--- src/rtl/ivt_pkg.sv ---
// Package: shared types and constants for the buffered interval timer.
// Assumes the control byte occupies the low 8 bits of a register write.
package ivt_pkg;

    localparam int CTRL_W = 8;

    // Control byte layout, MSB first: mode, prescaler select, source select, enable
    typedef struct packed {
        logic [2:0] mode;
        logic [2:0] cks;
        logic       ext_sel;
        logic       enable;
    } ctrl_t;

    localparam logic [2:0] MODE_INTERVAL = 3'b000;
    localparam logic       WSEL_CTRL     = 1'b0;
    localparam logic       WSEL_CMP      = 1'b1;

endpackage

--- src/rtl/ivt_prescaler.sv ---
// Prescaler: produces a one-cycle count strobe every 2^cks clocks while run is high.
// Assumes the divider phase restarts from zero whenever run is low, so the
// first strobe arrives 2^cks cycles after run rises.
module ivt_prescaler #(
    parameter int CKS_W = 3
) (
    input  logic             clk,
    input  logic             rst_n,
    input  logic             run,
    input  logic [CKS_W-1:0] cks,
    output logic             tick
);
    localparam int DIV_W = (1 << CKS_W) - 1;

    logic [DIV_W-1:0] div_q;
    logic [DIV_W-1:0] mask;

    // Build the low-bit mask of 2^cks - 1, one bit per divider stage
    for (genvar gi = 0; gi < DIV_W; gi++) begin : g_mask
        assign mask[gi] = (cks > CKS_W'(gi));
    end

    assign tick = run && ((div_q & mask) == mask);

    // Free-running divider phase, held at zero while stopped
    always_ff @(posedge clk) begin
        if (!rst_n || !run) div_q <= '0;
        else                div_q <= div_q + 1'b1;
    end

    a_r6_div1_every_cycle: assert property (@(posedge clk) disable iff (!rst_n)
        (run && cks == '0) |-> tick);

endmodule

--- src/rtl/ivt_event_sync.sv ---
// Event synchroniser: brings an asynchronous event into the clock domain
// through a flip-flop chain and emits one strobe per rising edge.
// Assumes events are held for at least one clock in each level.
module ivt_event_sync #(
    parameter int STAGES = 2
) (
    input  logic clk,
    input  logic rst_n,
    input  logic run,
    input  logic evt_in,
    output logic strobe
);
    logic [STAGES:0] sync_q;

    // Shift the raw input through the synchroniser plus one history stage
    always_ff @(posedge clk) begin
        if (!rst_n) sync_q <= '0;
        else        sync_q <= {sync_q[STAGES-1:0], evt_in};
    end

    assign strobe = run && sync_q[STAGES-1] && !sync_q[STAGES];

    a_r7_one_strobe_per_edge: assert property (@(posedge clk) disable iff (!rst_n)
        strobe |=> !strobe);

endmodule

--- src/rtl/ivt_core.sv ---
// Counter core: 16-bit up counter compared against a buffered compare value.
// Assumes cen is a single-cycle strobe and that run low means fully idle.
module ivt_core #(
    parameter int CNT_W = 16
) (
    input  logic             clk,
    input  logic             rst_n,
    input  logic             run,
    input  logic             cen,
    input  logic [CNT_W-1:0] cmp_val,
    output logic [CNT_W-1:0] cnt,
    output logic             tout,
    output logic             irq
);
    logic [CNT_W-1:0] cnt_q;
    logic [CNT_W-1:0] buf_q;
    logic             started_q;
    logic             tout_q;
    logic             irq_q;
    logic             hit;

    assign hit = started_q && (cnt_q == buf_q);

    // Start, count, match-and-reload sequencing
    always_ff @(posedge clk) begin
        if (!rst_n) begin
            cnt_q     <= '1;
            buf_q     <= '0;
            started_q <= 1'b0;
            tout_q    <= 1'b0;
            irq_q     <= 1'b0;
        end else if (!run) begin
            cnt_q     <= '1;
            started_q <= 1'b0;
            tout_q    <= 1'b0;
            irq_q     <= 1'b0;
        end else begin
            irq_q <= cen && hit;
            if (cen) begin
                if (!started_q) begin
                    cnt_q     <= '0;
                    buf_q     <= cmp_val;
                    started_q <= 1'b1;
                    tout_q    <= ~tout_q;
                end else if (hit) begin
                    cnt_q  <= '0;
                    buf_q  <= cmp_val;
                    tout_q <= ~tout_q;
                end else begin
                    cnt_q <= cnt_q + 1'b1;
                end
            end
        end
    end

    assign cnt  = cnt_q;
    assign tout = tout_q;
    assign irq  = irq_q;

    a_r3_start_clears: assert property (@(posedge clk) disable iff (!rst_n)
        (run && cen && !started_q) |=> (cnt_q == '0 && !irq_q));

    a_r4_irq_means_zero: assert property (@(posedge clk) disable iff (!rst_n)
        irq_q |-> (cnt_q == '0));

    a_r4_irq_toggles: assert property (@(posedge clk) disable iff (!rst_n)
        irq_q |-> (tout_q != $past(tout_q)));

    a_r5_within_buffer: assert property (@(posedge clk) disable iff (!rst_n)
        started_q |-> (cnt_q <= buf_q));

    a_r11_disable_idle: assert property (@(posedge clk) disable iff (!rst_n)
        !run |=> (cnt_q == '1 && !tout_q && !irq_q));

endmodule

--- src/rtl/ivt_top.sv ---
// Top: register write port, run decode, count-source selection and core.
// Assumes CNT_W is at least the control byte width.
module ivt_top
    import ivt_pkg::*;
#(
    parameter int CNT_W  = 16,
    parameter int CKS_W  = 3,
    parameter int STAGES = 2
) (
    input  logic             clk,
    input  logic             rst_n,
    input  logic             wr_en,
    input  logic             wr_sel,
    input  logic [CNT_W-1:0] wr_data,
    input  logic             evt_in,
    output logic [CNT_W-1:0] count,
    output logic             tmr_out,
    output logic             match_irq
);
    ctrl_t            ctrl_q;
    logic [CNT_W-1:0] cmp_q;
    logic             run;
    logic             tick;
    logic             evt_strobe;
    logic             cen;

    // Software-visible registers, written through the strobe port
    always_ff @(posedge clk) begin
        if (!rst_n) begin
            ctrl_q <= '0;
            cmp_q  <= '0;
        end else if (wr_en) begin
            if (wr_sel == WSEL_CMP) cmp_q  <= wr_data;
            else                    ctrl_q <= ctrl_t'(wr_data[CTRL_W-1:0]);
        end
    end

    assign run = ctrl_q.enable && (ctrl_q.mode == MODE_INTERVAL);
    assign cen = ctrl_q.ext_sel ? evt_strobe : tick;

    ivt_prescaler #(.CKS_W(CKS_W)) u_presc (
        .clk(clk), .rst_n(rst_n), .run(run), .cks(ctrl_q.cks), .tick(tick)
    );

    ivt_event_sync #(.STAGES(STAGES)) u_sync (
        .clk(clk), .rst_n(rst_n), .run(run), .evt_in(evt_in), .strobe(evt_strobe)
    );

    ivt_core #(.CNT_W(CNT_W)) u_core (
        .clk(clk), .rst_n(rst_n), .run(run), .cen(cen), .cmp_val(cmp_q),
        .cnt(count), .tout(tmr_out), .irq(match_irq)
    );

    a_r8_mode_gate: assert property (@(posedge clk) disable iff (!rst_n)
        (ctrl_q.mode != MODE_INTERVAL) |=> (count == '1 && !tmr_out));

endmodule

--- config.mk ---
export PLATFORM = sky130hd
export DESIGN_NAME = ivt_top
export DESIGN_NICKNAME = d
export VERILOG_FILES = /design/src/rtl/ivt_pkg.sv /design/src/rtl/ivt_prescaler.sv /design/src/rtl/ivt_event_sync.sv /design/src/rtl/ivt_core.sv /design/src/rtl/ivt_top.sv
export SDC_FILE = /design/constraint.sdc
export NUM_CORES = 1
export LEC_CHECK = 0
export CAP_MARGIN = 20
export CORE_UTILIZATION = 45
export CTS_CLUSTER_SIZE = 20
export DETAILED_ROUTE_END_ITERATION = 6
export DONT_BUFFER_PORTS = 1
export GPL_TIMING_DRIVEN = 1
export PLACE_DENSITY = 0.72
export SYNTH_ARGS = -nofsm -noshare
export SYNTH_HDL_FRONTEND = slang
export SYNTH_SLANG_ARGS = --single-unit
--- constraint.sdc ---
create_clock -name clk -period 2.9 [get_ports clk]
set_input_delay 0 -clock clk [delete_from_list [all_inputs] [get_ports clk]]
set_output_delay 0 -clock clk [all_outputs]
set_load 0.01 [all_outputs]
### Word-level counts from Yosys, hierarchy flattened

Index checks and enable logic that the tools add are counted.

* $add $sub $neg: 2
* order comparisons: 7
* equality and inequality tests: 3
* muxes and demuxes: 7
* bitwise gates (word level): 3
* reduce and logical (&&, ||, !) cells: 16

Operator list (number)
* two-way mux 16 bit: 4
* adder 16 x 1 -> 16 bit (second input constant): 1
* == test 16 bit: 1
* greater-than comparator 3 bit (second input constant): 3
* AND reduction 2 bit: 4
* adder 7 x 1 -> 7 bit (second input constant): 1
* bitwise AND 7 bit: 1
* == test 7 bit: 1
* greater-than comparator 3 x 1 -> 1 bit (second input constant): 2
* greater-than comparator 3 x 2 -> 1 bit (second input constant): 2
* logical AND 1 bit: 6
* logical NOT 1 bit: 3
* logical NOT 3 bit: 1
* two-way mux 1 bit: 3
* AND reduction 3 bit: 1
* != test 2 bit (second input constant): 1
* inverter 1 bit: 2
* logical OR 1 bit: 1

* bits in registers: 69
* input port bits: 21
* logic and storage cells: 50

### Logic depth before layout (Yosys ltp)

Gate-level depths: netlist of run 1.

* word-level depth: 6
* gate-level depth with buffers: 8
* gate-level depth less buffers: 6

### Hierarchy

A second synthesis of run 1 with hierarchy kept.

* cell total of the unflattened synthesis: 336
* area, all modules: 3046.7 um^2

Modules (own cells, without submodules)
* ivt_core: instances 1, cells an instance 190, area an instance 1690.4 um^2, sequential area each 700.7 um^2
* ivt_top: instances 1, cells an instance 101, area an instance 947.2 um^2, sequential area each 480.5 um^2
* ivt_prescaler: instances 1, cells an instance 38, area an instance 321.6 um^2, sequential area each 140.1 um^2
* ivt_event_sync: instances 1, cells an instance 7, area an instance 87.6 um^2, sequential area each 60.1 um^2

### Least setup slack after synthesis of run 1

No wires, ideal clock.

* path type: reg2reg
* from: register u_core.cnt_q[2], in the netlist u_core.cnt[2]
* to: register u_core.cnt_q[10], in the netlist u_core.cnt[10]
* arrival: 2.003 ns
* data required time: 2.767 ns
* path slack: 0.764 ns
* stages on the path, launching flop included: 7
* period minus slack after synthesis: 2.136 ns
* cells stage by stage: dfxtp_1 -> xnor2_1 -> nand4_1 -> o41ai_2 -> nor3b_2 -> clkbuf_1 -> o21ai_0

* longest elaborated chain between the ends: 4
* elaborated cells on any way between the ends: 5

RTL lines
* start: declaration: RTL line ivt_core.sv:15 `logic [CNT_W-1:0] cnt_q;`
* start signal: assignment: RTL line ivt_core.sv:50 `cnt_q <= cnt_q + 1'b1;`
* parallel branches: the longest is 2 deep, another holds adder 16 x 1 -> 16 bit
* two-way mux 16 bit (*): RTL line ivt_core.sv:45 `end else if (hit) begin`
* two-way mux 16 bit (*): RTL line ivt_core.sv:40 `if (!started_q) begin`

Every way passes the cells marked *.
A chain may end at the register's enable or synchronous reset.

### Worst setup path in the final report of run 1

* from: register u_presc.div_q[2]
* to: register u_core.cnt_q[7], in the netlist u_core.cnt[7]

* longest elaborated chain between the ends: 4

RTL lines
* start: declaration: RTL line ivt_prescaler.sv:15 `logic [DIV_W-1:0] div_q;`
* start signal: assignment: RTL line ivt_prescaler.sv:28 `else div_q <= div_q + 1'b1;`
* bitwise AND 7 bit: RTL line ivt_prescaler.sv:23 `assign tick = run && ((div_q & mask) == mask);`
* == test 7 bit: RTL line ivt_prescaler.sv:23
* logical AND 1 bit: RTL line ivt_prescaler.sv:23
* two-way mux 1 bit: RTL line ivt_top.sv:39 `assign cen = ctrl_q.ext_sel ? evt_strobe : tick;`

No other way between the ends.

==> results of run 1 <==
==> layer usage <==
layer,vias up,GRT usage (%),routed length [um],part of all wire (%)
met1,1082,25.2,2970,46
li1,1208,-,-,-
met4,0,6.27,61,0.95
met2,71,31.8,2990,47
met5,-,0,0,0
met3,5,7.46,392,6.1
==> sequential cells by signal, summed over array words and instances (netlist names) <==
register and cells:
u_core.started_q 1, u_core.irq 1, u_sync.sync_q 3, cmp_q 16, ctrl_q 8, u_core.buf_q 16, u_core.tout 1, u_core.cnt 16
u_presc.div_q 7
==> through the flow <==
stage	worst slack, ns	instance area (um^2)	total power, mW	hold WS [ns]	utilization [%]
finish	0.510	3460	2.00	0.0931	54.5
global route	0.341	3460	2.08	0.125	54.5
CTS	0.528	3460	2.03	0.0700	54.5
detailed placement	0.559	3020	1.09	0.131	47.5
global placement	0.597	3020	1.09	0.132	47.5
floorplan	0.764	2970	1.08	0.127	-
==> cell families (layout without fill, tap and decap cells) <==
family,Yosys count,after routing,share of synthesized area (%)
buffers and inverters,28,45,3.71
AND/OR/NAND/NOR,144,144,23.8
XOR/XNOR,29,29,8.57
multiplexers,8,8,2.70
flip-flops,69,69,46.6
AO/OA/AOI/OAI,66,66,13.8
adder cells (fa/ha/maj),2,2,0.844
==> placed cells by master, fill, tap and decap left out, types with 2 or more instances in the layout <==
master / n
dfxtp_1: 69
nand2_1: 56
o21ai_0: 31
xnor2_1: 28
nand3_1: 27
dlygate4sd3_1: 19
a21boi_0: 18
nor2_1: 15
clkbuf_8: 12
nor2b_1: 11
inv_1: 8
mux2i_1: 8
nand4_1: 7
and2_1: 5
o21ai_1: 4
a21oi_1: 4
nor3_1: 4
o311ai_0: 4
nor4_1: 4
and3_1: 3
or3_1: 3
a31oi_1: 2
or2_2: 2
ha_1: 2
bufinv_16: 2
buf_12: 2
==> final cells by class <==
class,count,area share [%]
Inverter,8,0.868
Tap cell,77,2.79
Multi-Input combinational cell,249,42.8
Sequential cell,69,39.9
Clock buffer,12,4.78
Timing Repair Buffer,22,6.87
Clock inverter,3,1.95
==> final timing paths <==
kind | slack (ns) | start | endpoint | depth (start not counted)
max | 0.51 | u_presc.div_q[2] | u_core.cnt[7] | 6
max reg2reg | 0.51 | u_presc.div_q[2] | u_core.cnt[7] | 6
min reg2reg | 0.46 | cmp_q[9] | u_core.buf_q[9] | 2
min | 0.09 | rst_n | u_core.cnt[7] | 2
==> where the power goes <==
part,switching (mW),internal [mW]
clock,0.344,0.550
sequential,0.0150,0.968
combinational,0.0663,0.0567
==> what timing repair did <==
item	CTS	global route
gates resized for setup	0	0
endpoints found under the hold margin	44	0
hold buffers	20	0
==> metrics.yaml, run 1 <==
io_buffers: 0
cp_num_buf_inv: 0
yosys-top-cells-area: "dfxtp_1, xnor2_1, nand2_1"
ys_types: 36
syn2layout_area_growth_pct: 16.6
clkLatencyLatePin_ns: 0.35
worstPathArrival_ns: 2.67
critPathMaxFanout: 11
fin_skew_ns: 0.00682
yosys_warnings: 0
hold_path.class: "in2reg"
ys_seq_area_share_pct: 46.6
crit_family: "simple AND/OR/NAND/NOR gates"
ys_ff_latch: 69
p_leak_nw: 1.23
worst_pin_slew_ns: 1.06
finalHoldViolCount: 0
cap_violations: 0
ios: 39
dieArea_mm2: 0.00692
synth_fp_nets: 369
dp_hpwl_mm: 4.34
core_mm2: 0.00635
clk_pin_slew_ns: 0.07
routed_via_density: 5.38
drtPass1Iterations: 5
fillers: 560
grt_usage_pct: 20.0
cts_tree: "done"
cp-start-kind: "flop"
setup_viol_count_final: 0
final_layout_size_suffix_gt1_share_pct: 6.61
grt_max_degree: 61
cts_setup_buffers: 0
end_kind: "flop"
totalWireLength_mm: 6.41
cts_root_buf: "clkbuf_8"
yosysMostFrequentCell: "dfxtp_1"
dieHeight_um: 83.2
ys.flop_type: "dfxtp_1"
vias: 2366
cts.sinks: 69
routedWlPerCell_um: 14.6
stdcell_count: 440
grt_first_pass_wirelength_mm: 11.0
path_cells: "nand4_1, o22ai_1, a31oi_1, or3_1, or4_1, nand3_1"
drtIter0Drc: 210
cts.htree.levels: 3
crit_type: "reg2reg"
drv_slew: 0
synth.avg_cell_area_um2: 8.57
gp_congestion: 0.846
tns_ns: 0
post-route-drc-count: 0
regArea_mm2: 0.00138
fp-row-count: 29
netlist_area_mm2: 0.00297
antenna_found_initial: 0
rsz0062_at_grt: "no"
ys_async_sr_fraction_pct: 0
slew_headroom_pct: 28.8
clock.fmax_mhz: 418
synth_common_cells: "dfxtp_1, nand2_1, o21ai_0"
cp_slowest_stage_delay_ns: 0.60
overflow: 0
multiInputGateArea_mm2: 0.00148
start_util_pct: 46.7
synth_edf_count: 0
die_w_um: 83.2
dp_cells: 405
post-route-period-util_pct: 82.4
antenna_cells: 0
synth_cells: 346
period_needed_ns: 2.39
critPathRequiredTime_ns: 3.18
drtAntennaViolNets: 0
p_per_area_mw_per_mm2: 578
cpMaxStageDelayCell: "or3_1"
grt_pass1_vias: 2329
cts_buffers: 9
synth_top_cell_by_area: "dfxtp_1"
nets: 382
yosys.area.top_type_share_pct: 46.6
cts_buffer_depth: 2
status: "completed"
peakVddDrop_mv: 0.378
Note: power is estimated with default switching activity, not from simulation.
==> run 2: changes to the inputs <==
--- a/config.mk
+++ b/config.mk
@@ -5,13 +5,14 @@
 export SDC_FILE = /design/constraint.sdc
 export NUM_CORES = 1
 export LEC_CHECK = 0
+export ABC_AREA = 1
 export CAP_MARGIN = 20
 export CORE_UTILIZATION = 45
 export CTS_CLUSTER_SIZE = 20
 export DETAILED_ROUTE_END_ITERATION = 6
 export DONT_BUFFER_PORTS = 1
 export GPL_TIMING_DRIVEN = 1
-export PLACE_DENSITY = 0.72
+export PLACE_DENSITY = 0.74
 export SYNTH_ARGS = -nofsm -noshare
 export SYNTH_HDL_FRONTEND = slang
 export SYNTH_SLANG_ARGS = --single-unit
==> constraint.sdc (replaced) <==
create_clock -name clk -period 1.9 [get_ports clk]
set_input_delay 0 -clock clk [delete_from_list [all_inputs] [get_ports clk]]
set_output_delay 0 -clock clk [all_outputs]
set_load 0.01 [all_outputs]
==> metrics.yaml, run 2 <==
cts_root_buf: "clkbuf_8"
dieHeight_um: 87.8  # +5.5%
stdcell_count: 632  # +44%
synth_fp_nets: 522  # +41%
nets: 555  # +45%
grt_max_degree: 45  # -26%
yosys.area.top_type_share_pct: 41.7  # -4.8 points
netlist_area_mm2: 0.00331  # +12%
yosys-top-cells-area: "dfxtp_1, nand2_1, nor2_1"
worst_pin_slew_ns: 0.770  # -0.292 ns
synth_common_cells: "nand2_1, nor2_1, dfxtp_1"
start_util_pct: 47.7  # +0.96 points
setup_viol_count_final: 0  # unchanged
cts.htree.levels: 3  # unchanged
clk_pin_slew_ns: 0.08  # about the same
cts_setup_buffers: 0  # unchanged
comb_power_share_pct: 9.7  # +3.5 points
cap_violations: 0  # unchanged
routedWlPerCell_um: 12.4  # -15%
ys_types: 31  # -14%
p_switching_mw: 0.781  # +84%
grt_pass1_vias: 2826  # +21%
pwr-share-seq_pct: 53.5  # +4.3 points
overflow: 0  # unchanged
clockPowerShare_pct: 36.8  # -7.9 points
cts_tree: "done"
hold_path.class: "in2reg"
ys_seq_area_share_pct: 41.7  # -4.8 points
gp_congestion: 0.943  # +12%
die_w_um: 87.8  # +5.5%
ys_ff_latch: 69  # unchanged
core_mm2: 0.00694  # +9.4%
syn2layout_area_growth_pct: 17.8
slew_headroom_pct: 48.5  # +20 points
cpMaxStageDelayCell: "dfxtp_1"
internal-power_mw: 2.09  # +33%
synth_cells: 499  # +44%
yosysMostFrequentCell: "nand2_1"
io_buffers: 0  # unchanged
clock.fmax_mhz: 573  # +37%
final_common_cell: "nand2_1"
ios: 39  # unchanged
vias: 3230  # +37%
ys_async_sr_fraction_pct: 0  # unchanged
antenna_found_initial: 0  # unchanged
end_kind: "flop"
place_area_mm2: 0.00347  # +15%
final_layout_size_suffix_gt1_share_pct: 10.8  # +4.2 points
cts_buffers: 9  # unchanged
p_leak_nw: 1.85  # +50%
status: "completed"
critPathMaxFanout: 9  # -2
critPathRequiredTime_ns: 2.19  # -0.99 ns
drtPass1Iterations: 4  # -1
final_util_pct: 56.2  # +1.7 points
cts_buffer_depth: 2  # unchanged
stdcell_area_mm2: 0.00390  # +13%
mostFrequentLayoutCells: "nand2_1, nor2_1, dfxtp_1"
drv_slew: 0  # unchanged
dp_cells: 594  # +47%
worstPathArrival_ns: 2.03  # -0.64 ns
grt_usage_pct: 21.8  # +1.8 points
yosys_warnings: 0  # unchanged
drtAntennaViolNets: 0  # unchanged
antenna_cells: 0  # unchanged
path_cells: "ha_1, nand2_1, nor3_2, nand2_1, o21ai_0, nand4_1, nand2_1"
synth_edf_count: 0  # unchanged
finalHoldViolCount: 0  # unchanged
totalWireLength_mm: 7.84  # +22%
routed_via_density: 5.11  # -5.0%
crit_top_cell: "nand2_1"
grt_first_pass_wirelength_mm: 12.9  # +17%
drtIter0Drc: 165  # -21%
ys.flop_type: "dfxtp_1"
dieArea_mm2: 0.00770  # +11%
synth_top_cell_by_area: "dfxtp_1"
peakVddDrop_mv: 0.499  # +32%
fp-row-count: 30  # +3.4%
cp_slowest_stage_delay_ns: 0.50  # -0.10 ns
crit_type: "reg2reg"
period_needed_ns: 1.74  # -0.645 ns
clkLatencyLatePin_ns: 0.35  # about the same
p_per_area_mw_per_mm2: 737  # +28%
post-route-drc-count: 0  # unchanged
fin_skew_ns: 0.0117  # +0.00487 ns
dp_hpwl_mm: 5.42  # +25%
synth.avg_cell_area_um2: 6.63  # -23%
post-route-period-util_pct: 91.8  # +9.4 points
swShare_pct: 27.2  # +5.9 points
cts.sinks: 69  # unchanged
cp-start-kind: "flop"
==> run 2: cell types whose count changed after synthesis, sizes merged, moves of 7 or more <==
cell,change
nand2,+66
nor2,+66
inv,+61
xnor2,-28
a21oi,+22
a21boi,-16
nand4,+12
nor2b,-11
mux2i,-8
buf,+7
xor2,+7
==> run 2: cell type report <==
type / count / area (um^2)
clock inverter: 6 / 50.0
fill: 658 / 3040
sequential: 69 / 1390
timing repair buffer: 43 / 390
clock buffer: 9 / 124
tap: 96 / 120
inverter: 71 / 269
multi-input combinational: 338 / 1560
==> run 2: final timing paths <==
| kind | start | to | slack [ns] | depth (start not counted) |
|---|---|---|---|---|
| max | u_core.cnt[0] | u_core.cnt[14] | 0.16 | 7 |
| min | wr_en | ctrl_q[2] | 0.009 | 4 |
| max reg2reg | u_core.cnt[0] | u_core.cnt[14] | 0.16 | 7 |
| min reg2reg | u_sync.sync_q[0] | u_sync.sync_q[1] | 0.44 | 2 |
==> run 2: metrics by stage <==
stage | setup slack, ns | total power, mW | hold slack (ns) | TNS, ns
floorplan | 0.309 | 1.75 | 0.0976 | 0
global placement | 0.182 | 1.78 | 0.103 | 0
detailed placement | 0.106 | 1.79 | 0.106 | 0
CTS | 0.0761 | 2.90 | 0.0104 | 0
global route | -0.00398 | 3.01 | 0.0224 | -0.00989
finish | 0.155 | 2.87 | 0.00914 | 0
==> run 2: metal layers <==
layer	wire (um)	part of all wire (%)	global-route usage, %
met4	163	2.1	9.39
met1	3660	47	26.7
met2	3480	44	35.1
met3	538	6.9	7.26
met5	0	0	0
==> run 2: critical path, delay by kind of cell (launching register included) <==
family | cells | cell delay [ns]
simple gates | 5 | 0.74
compound gates | 1 | 0.16
fa+ha+maj | 1 | 0.29
flops | 1 | 0.50
==> run 2: cell families after synthesis <==
| family | synth area share (%) |
|---|---|
| flip-flops | 41.7 |
| AO/OA/AOI/OAI | 9.98 |
| AND/OR/NAND/NOR | 34.0 |
| buffers and inverters | 11.5 |
| adder cells (fa/ha/maj) | 0.756 |
| XOR/XNOR | 2.12 |
==> run 2: what timing repair did <==
item	CTS	global route
setup endpoints to repair	0	23
hold buffers	23	0
hold endpoints to repair	44	0
resized for setup	0	7
==> run 2: power groups by stage <==
| stage | clock, mW | sequential, mW | combinational (mW) |
|---|---|---|---|
| 2_1_floorplan | 0 | 1.56 | 0.190 |
| 3_3_place_gp | 0 | 1.57 | 0.214 |
| 3_5_place_dp | 0 | 1.57 | 0.220 |
| 4_1_cts | 1.09 | 1.54 | 0.274 |
| 5_1_grt | 1.15 | 1.54 | 0.317 |
| 6_report | 1.06 | 1.54 | 0.279 |
